File: config.mk
export PLATFORM = sky130hd
export DESIGN_NAME = rx_ring_walker
export DESIGN_NICKNAME = d
export VERILOG_FILES = /design/src/rtl/rxw_pkg.sv /design/src/rtl/rxw_hdr_check.sv /design/src/rtl/rxw_ptr_math.sv /design/src/rtl/rx_ring_walker.sv
export SDC_FILE = /design/constraint.sdc
export NUM_CORES = 1
export LEC_CHECK = 0
export BUFFER_PORTS_ARGS = -buffer_cell sky130_fd_sc_hd__buf_2
export CAP_MARGIN = 20
export CORE_MARGIN = 2
export CORE_UTILIZATION = 50
export CTS_CLUSTER_DIAMETER = 120
export CTS_CLUSTER_SIZE = 40
export DETAILED_ROUTE_END_ITERATION = 6
export PLACE_DENSITY_LB_ADDON = 0.05
export REMOVE_ABC_BUFFERS = 1
export SYNTH_ARGS = -nofsm -noshare
export SYNTH_HDL_FRONTEND = slang
export SYNTH_SLANG_ARGS = --single-unit
File: constraint.sdc
create_clock -name clk -period 5.1 [get_ports clk]
set_input_delay 1.02 -clock clk [delete_from_list [all_inputs] [get_ports clk]]
set_output_delay 1.02 -clock clk [all_outputs]
set_load 0.02 [all_outputs]
File: src/rtl/rxw_pkg.sv
package rxw_pkg;
    localparam int unsigned WORD_W    = 16;
    localparam int unsigned HDR_BYTES = 8;
    localparam logic [WORD_W-1:0] EVT_FRAME = 16'h0008;
    localparam logic [WORD_W-1:0] STS_GOOD  = 16'h2000;
    localparam logic [WORD_W-1:0] STS_MASK  = 16'h2D81;

    typedef enum logic [3:0] {
        ST_IDLE,
        ST_CLEAR,
        ST_REQ_EVT,
        ST_GET_EVT,
        ST_GET_STS,
        ST_GET_LNK,
        ST_GET_CNT,
        ST_CHECK,
        ST_GOOD,
        ST_BAD
    } walk_state_e;
endpackage

File: src/rtl/rxw_hdr_check.sv
module rxw_hdr_check
    import rxw_pkg::*;
#(
    parameter int unsigned CNT_W = 14
) (
    input  logic [WORD_W-1:0] evt_i,
    input  logic [WORD_W-1:0] sts_i,
    input  logic [WORD_W-1:0] cnt_i,
    output logic              present_o,
    output logic              good_o,
    output logic [CNT_W-1:0]  len_o
);
    // exact match on the readiness word
    assign present_o = (evt_i == EVT_FRAME);
    // masked status test
    assign good_o    = ((sts_i & STS_MASK) == STS_GOOD);
    // only the low bits of the count carry the length
    assign len_o     = cnt_i[CNT_W-1:0];
endmodule

File: src/rtl/rxw_ptr_math.sv
module rxw_ptr_math
    import rxw_pkg::*;
#(
    parameter int unsigned ADDR_W = 16,
    parameter int unsigned CNT_W  = 14
) (
    input  logic [ADDR_W-1:0]   start_i,
    input  logic [CNT_W-1:0]    len_i,
    input  logic [ADDR_W-9:0]   upper_page_i,
    output logic [ADDR_W-1:0]   pay_addr_o,
    output logic [CNT_W-1:0]    words_o,
    output logic [ADDR_W-1:0]   stop_o
);
    localparam int unsigned PAGE_W = ADDR_W - 8;

    logic [ADDR_W-1:0] end_sum;
    logic [ADDR_W-1:0] stop_base;
    logic [CNT_W:0]    len_round;

    assign pay_addr_o = start_i + ADDR_W'(HDR_BYTES);
    assign len_round  = {1'b0, len_i} + (CNT_W+1)'(3);
    assign words_o    = len_round[CNT_W:1];
    assign end_sum    = start_i + ADDR_W'(HDR_BYTES) + ADDR_W'(len_i);

    // an end that lands exactly on zero is replaced by the top of the region
    always_comb begin
        if (end_sum == '0)
            stop_base = {upper_page_i[PAGE_W-1:0], 8'hFF};
        else
            stop_base = end_sum;
    end

    assign stop_o = stop_base - ADDR_W'(1);
endmodule

File: src/rtl/rx_ring_walker.sv
module rx_ring_walker
    import rxw_pkg::*;
#(
    parameter int unsigned ADDR_W = 16,
    parameter int unsigned CNT_W  = 14
) (
    input  logic                clk,
    input  logic                rst_n,
    input  logic                init_i,
    input  logic                poll_i,
    input  logic [ADDR_W-9:0]   lower_page_i,
    input  logic [ADDR_W-9:0]   upper_page_i,
    output logic                mem_rd_o,
    output logic                mem_wr_o,
    output logic [ADDR_W-2:0]   mem_addr_o,
    output logic [WORD_W-1:0]   mem_wdata_o,
    input  logic [WORD_W-1:0]   mem_rdata_i,
    output logic                busy_o,
    output logic                frame_ready_o,
    output logic                rx_error_o,
    output logic [ADDR_W-1:0]   pay_addr_o,
    output logic [CNT_W-1:0]    pay_len_o,
    output logic [CNT_W-1:0]    pay_words_o,
    output logic [ADDR_W-1:0]   rd_ptr_o,
    output logic [ADDR_W-1:0]   stop_o,
    output logic                stop_wr_o
);
    localparam int unsigned WA_W = ADDR_W - 1;

    walk_state_e state_q, state_d;

    logic [ADDR_W-1:0] ptr_q, stop_q, pay_addr_q;
    logic [WORD_W-1:0] sts_q, lnk_q, cnt_q;
    logic [CNT_W-1:0]  len_q, words_q;

    logic              frm_present, frm_good;
    logic [CNT_W-1:0]  frm_len, calc_words;
    logic [ADDR_W-1:0] calc_pay_addr, calc_stop;
    logic [WA_W-1:0]   base_word;

    assign base_word = ptr_q[ADDR_W-1:1];

    rxw_hdr_check #(.CNT_W(CNT_W)) u_check (
        .evt_i     (mem_rdata_i),
        .sts_i     (sts_q),
        .cnt_i     (cnt_q),
        .present_o (frm_present),
        .good_o    (frm_good),
        .len_o     (frm_len)
    );

    rxw_ptr_math #(.ADDR_W(ADDR_W), .CNT_W(CNT_W)) u_math (
        .start_i      (ptr_q),
        .len_i        (frm_len),
        .upper_page_i (upper_page_i),
        .pay_addr_o   (calc_pay_addr),
        .words_o      (calc_words),
        .stop_o       (calc_stop)
    );

    // next state
    always_comb begin
        state_d = state_q;
        unique case (state_q)
            ST_IDLE:    if (poll_i) state_d = ST_REQ_EVT;
            ST_CLEAR:   state_d = ST_IDLE;
            ST_REQ_EVT: state_d = ST_GET_EVT;
            ST_GET_EVT: state_d = frm_present ? ST_GET_STS : ST_IDLE;
            ST_GET_STS: state_d = ST_GET_LNK;
            ST_GET_LNK: state_d = ST_GET_CNT;
            ST_GET_CNT: state_d = ST_CHECK;
            ST_CHECK:   state_d = frm_good ? ST_GOOD : ST_BAD;
            ST_GOOD:    state_d = ST_IDLE;
            ST_BAD:     state_d = ST_IDLE;
            default:    state_d = ST_IDLE;
        endcase
        if (init_i) state_d = ST_CLEAR;
    end

    // state register
    always_ff @(posedge clk or negedge rst_n) begin
        if (!rst_n) state_q <= ST_IDLE;
        else        state_q <= state_d;
    end

    // header capture and pointer update
    always_ff @(posedge clk or negedge rst_n) begin
        if (!rst_n) begin
            ptr_q      <= '0;
            stop_q     <= '0;
            sts_q      <= '0;
            lnk_q      <= '0;
            cnt_q      <= '0;
            pay_addr_q <= '0;
            len_q      <= '0;
            words_q    <= '0;
        end else if (init_i) begin
            ptr_q  <= {lower_page_i, 8'h00};
            stop_q <= {upper_page_i, 8'hFE};
        end else begin
            unique case (state_q)
                ST_GET_STS: sts_q <= mem_rdata_i;
                ST_GET_LNK: lnk_q <= mem_rdata_i;
                ST_GET_CNT: cnt_q <= mem_rdata_i;
                ST_CHECK: begin
                    if (frm_good) begin
                        ptr_q      <= lnk_q;
                        stop_q     <= calc_stop;
                        pay_addr_q <= calc_pay_addr;
                        len_q      <= frm_len;
                        words_q    <= calc_words;
                    end
                end
                default: ;
            endcase
        end
    end

    // outputs
    always_comb begin
        mem_rd_o      = 1'b0;
        mem_wr_o      = 1'b0;
        mem_addr_o    = base_word;
        mem_wdata_o   = '0;
        frame_ready_o = 1'b0;
        rx_error_o    = 1'b0;
        stop_wr_o     = 1'b0;
        unique case (state_q)
            ST_CLEAR: begin
                mem_wr_o  = 1'b1;
                stop_wr_o = 1'b1;
            end
            ST_REQ_EVT: mem_rd_o = 1'b1;
            ST_GET_EVT: begin
                mem_rd_o   = frm_present;
                mem_addr_o = base_word + WA_W'(1);
            end
            ST_GET_STS: begin
                mem_rd_o   = 1'b1;
                mem_addr_o = base_word + WA_W'(2);
            end
            ST_GET_LNK: begin
                mem_rd_o   = 1'b1;
                mem_addr_o = base_word + WA_W'(3);
            end
            ST_GOOD: begin
                frame_ready_o = 1'b1;
                stop_wr_o     = 1'b1;
            end
            ST_BAD:  rx_error_o = 1'b1;
            default: ;
        endcase
    end

    assign busy_o      = (state_q != ST_IDLE);
    assign rd_ptr_o    = ptr_q;
    assign stop_o      = stop_q;
    assign pay_addr_o  = pay_addr_q;
    assign pay_len_o   = len_q;
    assign pay_words_o = words_q;

    a_r9_pulse_excl: assert property (@(posedge clk) disable iff (!rst_n)
        !(frame_ready_o && rx_error_o));
    a_r9_ready_single: assert property (@(posedge clk) disable iff (!rst_n)
        frame_ready_o |=> !frame_ready_o);
    a_r9_err_single: assert property (@(posedge clk) disable iff (!rst_n)
        rx_error_o |=> !rx_error_o);
    a_r5_err_keeps_ptr: assert property (@(posedge clk) disable iff (!rst_n)
        rx_error_o |-> ($stable(ptr_q) && $stable(stop_q) && !stop_wr_o));
    a_r7_stop_with_ready: assert property (@(posedge clk) disable iff (!rst_n)
        frame_ready_o |-> stop_wr_o);
    a_r3_no_frame_keeps: assert property (@(posedge clk) disable iff (!rst_n)
        (state_q == ST_GET_EVT && mem_rdata_i != EVT_FRAME && !init_i)
        |=> (state_q == ST_IDLE && $stable(ptr_q) && $stable(stop_q)));
    a_r4_rd_wr_excl: assert property (@(posedge clk) disable iff (!rst_n)
        !(mem_rd_o && mem_wr_o));
endmodule

; Yosys cells after proc, flatten, opt, wreduce, memory -nomap -nowiden
; Cells that the tools add are included.
[op_classes]
n_addsub = 7
eq_ne = 12
mux = 18
mul = 0
div = 0
shift = 0
bitwise = 1
n_reduce_logical = 12
order_cmp = 0
[ops]
columns = cell, count
row1 = $mux 16, 7
row2 = $pmux 15 s3, 1
row3 = $add 15x2->15 const B, 2
row4 = $pmux 4 s7, 1
row5 = $add 16x14->16, 1
row6 = $add 16x4->16 const B, 1
row7 = $eq 16x4->1 const B, 1
row8 = $eq 4x3->1 const B, 4
row9 = $logic_not 16->1, 1
row10 = $sub 16x1->16 const B, 1
row11 = $add 14x2->15 const B, 1
row12 = $add 15x1->15 const B, 1
row13 = $eq 4x2->1 const B, 2
row14 = $eq 4x4->1 const B, 2
row15 = $mux 4, 2
row16 = $reduce_and 2->1, 4
row17 = $eq 6x6->1 const B, 1
row18 = $mux 1, 5
row19 = $eq 4x1->1 const B, 1
row20 = $logic_not 4->1, 1
row21 = $reduce_bool 2->1, 2
row22 = $reduce_bool 4->1, 1
row23 = $mux 3, 1
row24 = $ne 3x3->1 const B, 1
row25 = other kinds (5), 5
[word_totals]
ff_bits = 124
memories = 0
mem_bits_rw = 0
mem_bits_ro = 0
word_cells = 59
latchBits = 0

; Longest topological paths before layout
; Gate-level depths: netlist (run 1).
[logic_depth]
depth_word = 8
ltp_mapped = 24

; Cells and area by module
; A second synthesis (run 1) with hierarchy kept.
[hier_totals]
hier_cells = 832
hier_area_um2 = 7741.2
[by_module_without_submodules]
columns = module, area_per_inst_um2, seq_area_each_um2, n_inst, cells_each
row1 = rx_ring_walker, 5806.8, 3203.1, 1, 550
row2 = rxw_ptr_math, 1773.0, 0.0, 1, 261
row3 = rxw_hdr_check, 161.4, 0.0, 1, 21

; Worst setup path after synthesis (run 1)
; No wires, ideal clock.
[synth_path]
kind = flip-flop to flip-flop
startpoint = reg ptr_q[3] (netlist: rd_ptr_o[3])
endpoint = reg stop_q[12] (netlist: stop_o[12])
period_less_slack_ps = 5334
t_arrival_ps = 5258
slack_ps = -234
path_buffers = 2
path_stages_with_launch = 25
cell_sequence = dfrtp_1 -> ha_1 -> nand2_1 -> nor3_1 -> xor2_1 -> ha_1 -> clkbuf_1 -> a21oi_1 -> o21bai_1 -> o2bb2ai_1 -> nor3_1 -> xor2_1 -> nor4_4 -> and2_1 -> buf_6 -> nor2_1 -> ha_1 -> inv_1 -> or2_2 -> a2111oi_4 -> nand4_1 -> or2_1 -> a211oi_2 -> mux2_1 -> o21ai_1
[synth_between]
elab_chain_len = 8
[synth_lines]
columns = item, line_no
row1 = start: declaration, rx_ring_walker.sv:32  ; logic [ADDR_W-1:0] ptr_q, stop_q, pay_addr_q;
row2 = start signal: assignment, rx_ring_walker.sv:98  ; ptr_q <= {lower_page_i, 8'h00};
row3 = start signal: assignment, rx_ring_walker.sv:107  ; ptr_q <= lnk_q;
row4 = $add 16x4->16 *, -
row5 = net calc_pay_addr[11], rx_ring_walker.sv:38  ; logic [ADDR_W-1:0] calc_pay_addr, calc_stop;
row6 = $add 16x14->16 *, rxw_ptr_math.sv:23  ; assign end_sum = start_i + ADDR_W'(HDR_BYTES) + ADDR_W'(len_i);
row7 = $logic_not 16->1, rxw_ptr_math.sv:27  ; if (end_sum == '0)
row8 = $mux 16 *, rxw_ptr_math.sv:27
row9 = $sub 16x1->16 *, rxw_ptr_math.sv:33  ; assign stop_o = stop_base - ADDR_W'(1);
row10 = $mux 16 *, rx_ring_walker.sv:106  ; if (frm_good) begin
row11 = $mux 16 *, rx_ring_walker.sv:101  ; unique case (state_q)
row12 = $mux 16 *, rx_ring_walker.sv:97  ; end else if (init_i) begin
row13 = end signal: assignment, rx_ring_walker.sv:99  ; stop_q <= {upper_page_i, 8'hFE};
row14 = end signal: assignment, rx_ring_walker.sv:108  ; stop_q <= calc_stop;
row15 = end: declaration, rx_ring_walker.sv:32
; Mark *: on every way through the listed nets, which the timed path passes. The rest lies on a longest branch. The select of a mux whose other input is x is not followed.
; A chain may end at the register's enable or synchronous reset.

; Final worst setup path (run 1)
; Same ends and word-level chain as after synthesis.

==> summary.md, run 1 <==
| Metric | Value |
|---|---|
| Worst Hold Depth | `2` |
| Worst vdd ir | `around 0.2 mV` |
| Post-route setup slack | `between 0.2 and 0.25 ns` |
| Leak | `4.339 nW` |
| Area leader, netlist | `dfrtp_1` |
| Reg2reg end | `stop_o[12]` |
| GPL Wtd Cong | `0.9172` |
| Place WS | `-0.09195 ns` |
| Syn Inst Count | `776` |
| Max-slew violations | `0` |
| H-tree Lvls | `4` |
| # Max-Cap Violations | `0` |
| Synth cell count leaders | `nand2_1, dfrtp_1, o21ai_0, nor2_1, a21oi_1` |
| Yosys warns | `0` |
| Final wirelength | `20180 um` |
| CTS tree | `yes` |
| Clock sink count | `116` |
| Worst-margin pin slew | `0.6729 ns` |
| WHS Endpoint | `pay_addr_o[2]` |
| Die Y | `between 100 and 150 um` |
| Worst path required time | `5.45 ns` |
| Final setup vio count | `0` |
| EDFF count, synth | `0` |
| Setup CP Type | `flop to flop` |
| Largest net degree at the start of global routing | `68` |
| IO Pins | `149` |
| Pwr Density | `296.4 nW/um^2` |
| Initial antenna violation count | `0` |
| # nets final | `987` |
| Post-Syn Area | `between 7000 and 8000 um^2` |
| GRT Util Overall | `27.89%` |
| Hold Startpoint | `pay_addr_o[2]` |
| GR Overflow Total | `0` |
| Post-synth cell types | `73` |
| Num CTS Buffers | `17` |
| Root buf cell | `clkbuf_16` |
| Worst clock skew | `0.005607 ns` |
| Antenna viol nets, final | `0` |
| Count leader, synth | `nand2_1` |
| Core area | `13770 um^2` |
| Die area | `15000 um^2` |
| Synth Register Bits | `roughly 120` |
| I/O Buffers | `132` |
| Post-CTS Hold Fix Bufs | `0` |
| Fin. Hold Viols | `0` |
| R2r worst-path depth | `21` |
| Crit share post-route | `95.44%` |
| Layout cells sized above 1 | `30.97%` |
| DP Area | `7955 um^2` |
| Area contributors post-synth | `dfrtp_1, nand2_1, mux2_2` |
| CP Launch Type | `flop` |
| Initial DRC Count | `413` |
| Synth top area share | `41.37%` |
| Relative slew slack | `54.57%` |
| Die width | `122.5 um` |
| Clock-pin slew on the worst setup and hold paths | `0.06 ns` |
| Initial core utilization | `just over 50%` |
| # fillers | `around 1200` |
| Final Instance Area | `about 8800 um^2` |
| Clock Latency Late Sink | `around 0.42 ns` |
| Async set or reset register ratio after synthesis | `100.0%` |
| Worst Setup End Kind | `flop` |
| Std-Cell Rows | `43` |
| Worst hold path class | `flop to flop` |
| Vias in the first global route | `6063` |
| F_max | `~210 MHz` |
| CP Max Fanout | `7` |
| N_diodes | `0` |
| Worst r2r src | `rd_ptr_o[3]` |
| Synth Area per Inst | `9.042 um^2` |
| Finished Core Util | `between 60 and 70%` |
| Sequential fraction of the synthesis area | `a little over 40%` |
| Main flop type after synthesis | `dfrtp_1` |
| Hold_ws | `0.4684 ns` |
| Vias per cell | `~5.6` |
| Vias | `6322` |
| Hpwl dp | `between 10000 and 15000 um` |
| Drt drc | `0` |
| DR WL/cell | `17.97 um` |
| Fin crit period | `roughly 4.9 ns` |
| Total chip power | `between 2 and 3 mW` |
| Critical Path AT | `between 5 and 6 ns` |
| Status | `completed` |
| Max clock buf depth | `2` |
| First-pass GRT wire length | `approximately 32000 um` |
| R2R setup slack | `0.23 ns` |
| Area delta synth->final | `25.18%` |
| Iteration count of the initial detailed-routing pass | `6` |
-- metal layers --
| layer | wire length [um] | GRT usage, % | share of wire (%) |
|---|---|---|---|
| met5 | 0 | 0 | 0 |
| met4 | 286 | 9.124 | 1.4 |
| met3 | 1102 | 5.390 | 5.5 |
| met2 | 9576 | 45.03 | 47 |
| met1 | 9210 | 37.78 | 46 |
-- how the worst max path moves through the flow --
stage	from	to	depth (start not counted)
6_report	rd_ptr_o[3]	stop_o[12]	21
5_1_grt	rd_ptr_o[3]	stop_o[12]	21
4_1_cts	rd_ptr_o[5]	stop_o[12]	21
3_5_place_dp	rd_ptr_o[3]	stop_o[12]	22
3_3_place_gp	rd_ptr_o[5]	stop_o[12]	21
2_1_floorplan	rd_ptr_o[3]	stop_o[12]	22
-- area by class of cell --
class	instances	area (um^2)	area share, %
clock buffers	19	432.9	4.929
clock inverters	13	181.4	2.066
inverters	17	63.81	0.7265
multi-input cells	599	3945	44.91
flip-flops and latches	116	2907	33.09
well taps	180	225.2	2.564
repair buffers	179	1028	11.71
-- layout by cell type (no fill, tap or decap), types with 7 or more instances in the layout --
cell type / count
nand3_1: 8
nand2_1: 166
ha_1: 13
a21o_1: 11
inv_1: 17
o211ai_1: 7
buf_4: 47
clkbuf_16: 17
buf_2: 131
o21ai_0: 48
a31oi_1: 8
and3_1: 13
nand2b_1: 8
xor2_1: 20
dfrtp_1: 113
conb_1: 16
nor2_1: 41
nand4_1: 8
xnor2_1: 20
nor3_1: 16
mux2_2: 33
mux2i_1: 9
a21oi_1: 36
-- sequential cells by signal, indices dropped and copies added (netlist names) --
register     cells
lnk_q           16
pay_addr_o      16
rd_ptr_o        16
stop_o          16
cnt_q           14
pay_len_o       14
pay_words_o     14
sts_q            6
state_q          4
-- per-stage QoR --
step | std cells | setup TNS [ns]
after CTS | 1116 | 0
after global placement | 1083 | 0
final | 1123 | 0
after floorplan | 732 | -0.1777
after global routing | 1123 | -0.05061
after detailed placement | 1083 | -0.09195
-- what timing repair did --
| action | in CTS | in global routing |
|---|---|---|
| cloned | 0 | 0 |
| endpoints found under the setup margin | 1 | 2 |
| buffers inserted | 1 | 6 |
| pin swaps | 1 | 6 |
| resized for setup | 4 | 27 |
-- cells by family (layout without fill, tap and decap cells) --
group / Yosys count / after routing / share of synthesized area [%]
AO/OA/AOI/OAI: 163 / 163 / 15.76
XOR/XNOR: 47 / 47 / 6.081
adder cells (fa/ha/maj): 21 / 21 / 3.959
buffers and inverters: 76 / 228 / 5.367
flip-flops: 116 / 116 / 41.37
multiplexers: 43 / 43 / 6.740
other: 1 / 16 / 0.05344
AND/OR/NAND/NOR: 309 / 309 / 20.67
-- power breakdown --
part / switching [mW] / internal (mW)
sequential: 0.0350 / 0.951
clock: 0.444 / 0.816
combinational: 0.218 / 0.140
-- critical path, stage by stage (launching register included) --
cell and delay [ns]:
dfrtp_1 0.41, ha_2 0.22, buf_4 0.16, xor2_2 0.15, ha_1 0.29, buf_4 0.17
a221oi_4 0.43, nor3_1 0.15, nor3_2 0.29, xor2_2 0.23, nor4_4 0.08, and2_1 0.19
nor2_1 0.11, ha_2 0.20, inv_1 0.04, or2_2 0.32, a2111oi_4 0.21, nand4_1 0.19
or2_4 0.29, a211oi_2 0.20, mux2_1 0.34, o21ai_1 0.11
No activity file was read; power rests on OpenSTA's default activity.
==> run 2, diff against run 1 <==
==> constraint.sdc (replaced) <==
create_clock -name clk -period 5.1 [get_ports clk]
set_input_delay 0.51 -clock clk [delete_from_list [all_inputs] [get_ports clk]]
set_output_delay 0.51 -clock clk [all_outputs]
set_load 0.02 [all_outputs]
==> summary.md, run 2 (synthesis gave the netlist of run 1 again) <==
| Metric | Value |
|---|---|
| Leak | `4.272 nW (-1.5%)` |
| Area delta synth->final | `23.50%` |
| Vias per cell | `5.557 (-1.3%)` |
| Worst clock skew | `0.01583 ns (+0.01022 ns)` |
| Worst hold path class | `primary input to async pin` |
| Final setup vio count | `0 (unchanged)` |
| Hpwl dp | `14630 um (-1.5%)` |
| Inst Count DP | `1082 (-0.092%)` |
| GPL Wtd Cong | `0.9552 (+4.1%)` |
| Max clock buf depth | `2 (unchanged)` |
| Initial antenna violation count | `0 (unchanged)` |
| Vias | `6235 (-1.4%)` |
| N_diodes | `0 (unchanged)` |
| Fin cells | `1122 (-0.089%)` |
| Worst path required time | `5.43 ns (-0.02 ns)` |
| Worst Setup SP | `rd_ptr_o[9]` |
| Crit share post-route | `94.56% (-0.88 points)` |
| Pwr Density | `289.9 nW/um^2 (-2.2%)` |
| # nets final | `986 (-0.10%)` |
| Slowest-stage cell, CP | `dfrtp_1` |
| Setup TNS | `0 ns (unchanged)` |
| Fin. Hold Viols | `0 (unchanged)` |
| Critical Path AT | `5.15 ns (-0.07 ns)` |
| CP Max Fanout | `8 (+1)` |
| Worst vdd ir | `0.2002 mV (+1.6%)` |
| Layout cells sized above 1 | `30.04% (-0.92 points)` |
| Worst Setup End Kind | `flop` |
| Top delay family on crit path | `simple AND/OR/NAND/NOR gates` |
| Core area | `13770 um^2 (unchanged)` |
| Post-route setup slack | `0.2776 ns (+0.04492 ns)` |
| Place WS | `-0.04897 ns (+0.04299 ns)` |
| Root buf cell | `clkbuf_16` |
| I/O Buffers | `132 (unchanged)` |
| CTS tree | `yes` |
| Max-slew violations | `0 (unchanged)` |
| Setup CP Type | `flop to flop` |
| Commonest non-fill, non-tap cell in the layout | `nand2_1` |
| Relative slew slack | `34.28% (-20 points)` |
| GR Overflow Total | `0 (unchanged)` |
| Status | `completed` |
| Crit-path cells | `nand4_2 > nor2_2 > and3_1 > xor2_1 > ha_1 > a21o_1 > a21oi_1 > and3_1 > a211oi_2 > xnor2_2 > nor4_4 > and2_4 > nor2_1 > ha_2 > inv_1 > or2_2 > a2111oi_4 > nand4_1 > or2_4 > a211oi_2 > mux2_1 > o21ai_1` |
| Worst path max stage delay | `0.46 ns (+0.03 ns)` |
| Std-Cell Rows | `43 (unchanged)` |
| Most frequent cells in the layout | `nand2_1, buf_2, dfrtp_1, o21ai_0, buf_4` |
| Die width | `122.5 um (unchanged)` |
| Initial core utilization | `50.94% (unchanged)` |
| Initial DRC Count | `504 (+22%)` |
| Vias in the first global route | `5903 (-2.6%)` |
| First-pass GRT wire length | `30560 um (-4.0%)` |
| Num CTS Buffers | `17 (unchanged)` |
| Critical path buffers and inverters | `1 (-2)` |
| # Max-Cap Violations | `0 (unchanged)` |
| GRT Util Overall | `26.69% (-1.2 points)` |
| IO Pins | `149 (unchanged)` |
| Final wirelength | `19720 um (-2.3%)` |
| DR WL/cell | `17.57 um (-2.2%)` |
| Largest net degree at the start of global routing | `77 (+13%)` |
| Worst-margin pin slew | `0.9858 ns (+0.3129 ns)` |
| Clock sink count | `116 (unchanged)` |
| Fin crit period | `4.822 ns (-0.04492 ns)` |
| # fillers | `1236 (+3.1%)` |
| R2r worst-path depth | `22 (+4.8%)` |
| Drt drc | `0 (unchanged)` |
| F_max | `207.4 MHz (+0.93%)` |
| CP Launch Type | `flop` |
| H-tree Lvls | `4 (unchanged)` |
| CP Depth | `22 (+4.8%)` |
| Clock-pin slew on the worst setup and hold paths | `0.06 ns (about the same)` |
| Die Y | `122.5 um (unchanged)` |
| Die area | `15000 um^2 (unchanged)` |
| Worst r2r src | `rd_ptr_o[9]` |
| Iteration count of the initial detailed-routing pass | `5 (-1)` |
| Clock Latency Late Sink | `0.42 ns (about the same)` |
| Antenna viol nets, final | `0 (unchanged)` |
run 2: area by class of cell:
| type | count | area [um^2] | area share [%] |
|---|---|---|---|
| Clock buffer | 20 | 456.7 | 5.270 |
| Clock inverter | 12 | 130.1 | 1.502 |
| Inverter | 17 | 63.81 | 0.7364 |
| Multi-Input combinational cell | 599 | 3865 | 44.60 |
| Sequential cell | 116 | 2904 | 33.51 |
| Tap cell | 180 | 225.2 | 2.599 |
| Timing Repair Buffer | 178 | 1021 | 11.78 |
run 2: power by group:
part / switching, mW / internal (mW)
Combinational: 0.213 / 0.137
Clock: 0.434 / 0.743
Sequential: 0.0349 / 0.951
Total: 0.682 / 1.83
run 2: stage by stage:
step | hold slack (ns) | util [%] | power (mW) | instance area [um^2]
floorplan | 0.2144 | - | 1.203 | 6760
global placement | 0.4521 | 57.70 | 1.329 | 7948
detailed placement | 0.4576 | 57.70 | 1.337 | 7948
CTS | 0.2903 | 62.17 | 2.530 | 8563
global route | 0.3182 | 62.92 | 2.609 | 8666
finish | 0.2572 | 62.92 | 2.513 | 8666
run 2: per-layer routing:
metal / share of wire, % / global-route usage (%)
met2: 47 / 42.78
met1: 45 / 36.02
met3: 5.9 / 5.158
met4: 2.0 / 9.626
met5: 0 / 0
run 2: worst paths after layout:
check | endpoint | slack (ns)
max | stop_o[12] | 0.28
min | pay_words_o[0] | 0.26
max reg2reg | stop_o[12] | 0.28
min reg2reg | pay_len_o[4] | 0.47
max in group asynchronous | rd_ptr_o[13] | 3.74
min in group clk | rd_ptr_o[12] | 0.30
run 2: what timing repair did:
action                                  4_1_cts  5_1_grt
pin swaps                                     1        9
resized for setup                             3       14
buffers inserted                              2        5
endpoints found under the hold margin         0        0
hold buffers                                  0        0
endpoints found under the setup margin        1        2
==> run 3, diff against run 2 <==
--- a/config.mk
+++ b/config.mk
@@ -9,7 +9,6 @@
 export CAP_MARGIN = 20
 export CORE_MARGIN = 2
 export CORE_UTILIZATION = 50
-export CTS_CLUSTER_DIAMETER = 120
 export CTS_CLUSTER_SIZE = 40
 export DETAILED_ROUTE_END_ITERATION = 6
 export PLACE_DENSITY_LB_ADDON = 0.05
==> constraint.sdc (replaced) <==
create_clock -name clk -period 5.1 [get_ports clk]
set_input_delay 1.53 -clock clk [delete_from_list [all_inputs] [get_ports clk]]
set_output_delay 1.53 -clock clk [all_outputs]
set_load 0.02 [all_outputs]
==> summary.md, run 3 (synthesis gave the netlist of run 1 again) <==
| Metric | Value |
|---|---|
| H-tree Lvls | `4 (unchanged)` |
| # nets final | `991 (+0.51%)` |
| Crit-path cells | `ha_2 > nand2_2 > buf_4 > nor4_4 > xor2_2 > ha_4 > nand3_1 > o2bb2ai_1 > nor3_2 > xor2_2 > nor4_4 > and2_4 > nor2_1 > ha_2 > inv_1 > or2_2 > a2111oi_4 > nand4_1 > or2_1 > a211oi_2 > mux2_1 > o21ai_1` |
| Antenna viol nets, final | `0 (unchanged)` |
| Crit share post-route | `93.81% (-0.75 points)` |
| Critical path buffers and inverters | `2 (+1)` |
| Worst path max stage delay | `0.40 ns (-0.06 ns)` |
| Worst vdd ir | `0.1884 mV (-5.9%)` |
| Most frequent cells in the layout | `nand2_1, buf_2, dfrtp_1, buf_4, o21ai_0` |
| N_diodes | `0 (unchanged)` |
| CTS tree | `yes` |
| Clock Latency Late Sink | `0.42 ns (about the same)` |
| Final wirelength | `19850 um (+0.67%)` |
| Layout cells sized above 1 | `31.26% (+1.2 points)` |
| Std-Cell Rows | `43 (unchanged)` |
| Worst r2r src | `rd_ptr_o[3]` |
| Iteration count of the initial detailed-routing pass | `5 (unchanged)` |
| # Max-Cap Violations | `0 (unchanged)` |
| Num CTS Buffers | `17 (unchanged)` |
| Worst path required time | `5.45 ns (+0.02 ns)` |
| I/O Buffers | `132 (unchanged)` |
| Initial core utilization | `50.94% (unchanged)` |
| Die Y | `122.5 um (unchanged)` |
| Drt drc | `0 (unchanged)` |
| Top delay family on crit path | `simple AND/OR/NAND/NOR gates` |
| Final Instance Area | `8775 um^2 (+1.3%)` |
| GR Overflow Total | `0 (unchanged)` |
| Setup TNS | `0 ns (unchanged)` |
| Max-slew violations | `0 (unchanged)` |
| IO Pins | `149 (unchanged)` |
| Status | `completed` |
| First-pass GRT wire length | `31690 um (+3.7%)` |
| Clock sink count | `116 (unchanged)` |
| Core area | `13770 um^2 (unchanged)` |
| Initial DRC Count | `402 (-20%)` |
| Vias | `6246 (+0.18%)` |
| Relative slew slack | `51.04% (+17 points)` |
| Initial antenna violation count | `0 (unchanged)` |
| Worst Hold Depth | `2` |
| F_max | `209.0 MHz (+0.79%)` |
| Reg2reg end | `stop_o[12]` |
| RSZ-0062 raised after global routing | `no` |
| Hold Startpoint | `pay_len_o[3]` |
| R2R setup slack | `0.32 ns (+0.04 ns)` |
| Pwr Density | `287.9 nW/um^2 (-0.70%)` |
| WHS Endpoint | `pay_len_o[3]` |
| Clock-pin slew on the worst setup and hold paths | `0.06 ns (about the same)` |
| Place WS | `-0.0009752 ns (+0.04799 ns)` |
| Fin crit period | `4.784 ns (-0.03802 ns)` |
| CP Launch Type | `flop` |
| Total chip power | `2.526 mW (+0.54%)` |
| DP Area | `7990 um^2 (+0.54%)` |
| GPL Wtd Cong | `0.9554 (about the same)` |
| Worst Setup End Kind | `flop` |
| # fillers | `1232 (-0.32%)` |
| Area delta synth->final | `25.05%` |
| GRT Util Overall | `27.79% (+1.1 points)` |
| Die area | `15000 um^2 (unchanged)` |
| Commonest non-fill, non-tap cell in the layout | `nand2_1` |
| Worst-margin pin slew | `0.7289 ns (-0.2569 ns)` |
| Worst clock skew | `0.007786 ns (-0.008041 ns)` |
| Vias in the first global route | `5909 (+0.10%)` |
| Root buf cell | `clkbuf_16` |
| Slowest-stage cell, CP | `dfrtp_1` |
| R2r worst-path depth | `22 (unchanged)` |
| Die width | `122.5 um (unchanged)` |
| Vias per cell | `5.542 (-0.27%)` |
| Max clock buf depth | `2 (unchanged)` |
| Post-route setup slack | `0.3156 ns (+0.03802 ns)` |
| Fin. Hold Viols | `0 (unchanged)` |
| Largest net degree at the start of global routing | `53 (-31%)` |
| Leak | `4.294 nW (+0.50%)` |
| Hold_ws | `0.4663 ns (+0.2090 ns)` |
| Critical Path AT | `5.13 ns (-0.02 ns)` |
| CP Max Fanout | `7 (-1)` |
| Setup CP Type | `flop to flop` |
| Worst hold path class | `flop to flop` |
| Final setup vio count | `0 (unchanged)` |
| DR WL/cell | `17.61 um (+0.23%)` |
| Hpwl dp | `14730 um (+0.71%)` |
==> run 3: worst max path at each step <==
| stage | start | end | slack, ns | depth (start not counted) |
|---|---|---|---|---|
| 6_report | rd_ptr_o[3] | stop_o[12] | 0.32 | 22 |
| 4_1_cts | rd_ptr_o[3] | stop_o[12] | 0.002 | 22 |
| 5_1_grt | rd_ptr_o[3] | stop_o[12] | 0.004 | 23 |
| 3_5_place_dp | rd_ptr_o[3] | stop_o[12] | -0.001 | 22 |
| 2_1_floorplan | rd_ptr_o[3] | stop_o[12] | -0.16 | 22 |
| 3_3_place_gp | rd_ptr_o[9] | stop_o[12] | 0.12 | 20 |
==> run 3: tightest hold or removal path, stage by stage (launching register included) <==
cell	delay, ns
dfrtp_1	0.33
nand2_1	0.05
nand2_1	0.05
==> run 3: final cells by class <==
class | instances | area (um^2) | area share (%)
clock buffers | 21 | 460.4 | 5.247
clock inverters | 11 | 127.6 | 1.454
inverters | 17 | 63.81 | 0.7272
multi-input cells | 599 | 3934 | 44.83
flip-flops and latches | 116 | 2905 | 33.11
well taps | 180 | 225.2 | 2.567
repair buffers | 183 | 1059 | 12.06
==> run 3: metal layers <==
| layer | GRT usage [%] | up-vias | share of wire [%] | routed length, um |
|---|---|---|---|---|
| met3 | 4.833 | 19 | 4.9 | 971 |
| met5 | 0 | - | 0 | 0 |
| met2 | 44.51 | 190 | 48 | 9517 |
| li1 | - | 3003 | - | - |
| met1 | 38.36 | 3034 | 46 | 9110 |
| met4 | 8.980 | 0 | 1.3 | 250 |
==> run 3: power breakdown <==
part / switching (mW) / internal [mW]
Combinational: 0.211 / 0.140
Clock: 0.442 / 0.745
Sequential: 0.0382 / 0.951
==> run 3: metrics by stage <==
| step | instances | util (%) |
|---|---|---|
| after floorplan | 732 | - |
| after global placement | 1086 | 58.01 |
| after detailed placement | 1086 | 58.01 |
| after CTS | 1119 | 62.39 |
| after global routing | 1127 | 63.71 |
| final | 1127 | 63.71 |
==> run 3: timing repair <==
action / CTS / global route
resized for setup: 2 / 27
hold buffers: 0 / 0
pin swaps: 1 / 9
setup buffers: 1 / 8
endpoints found under the setup margin: 1 / 3
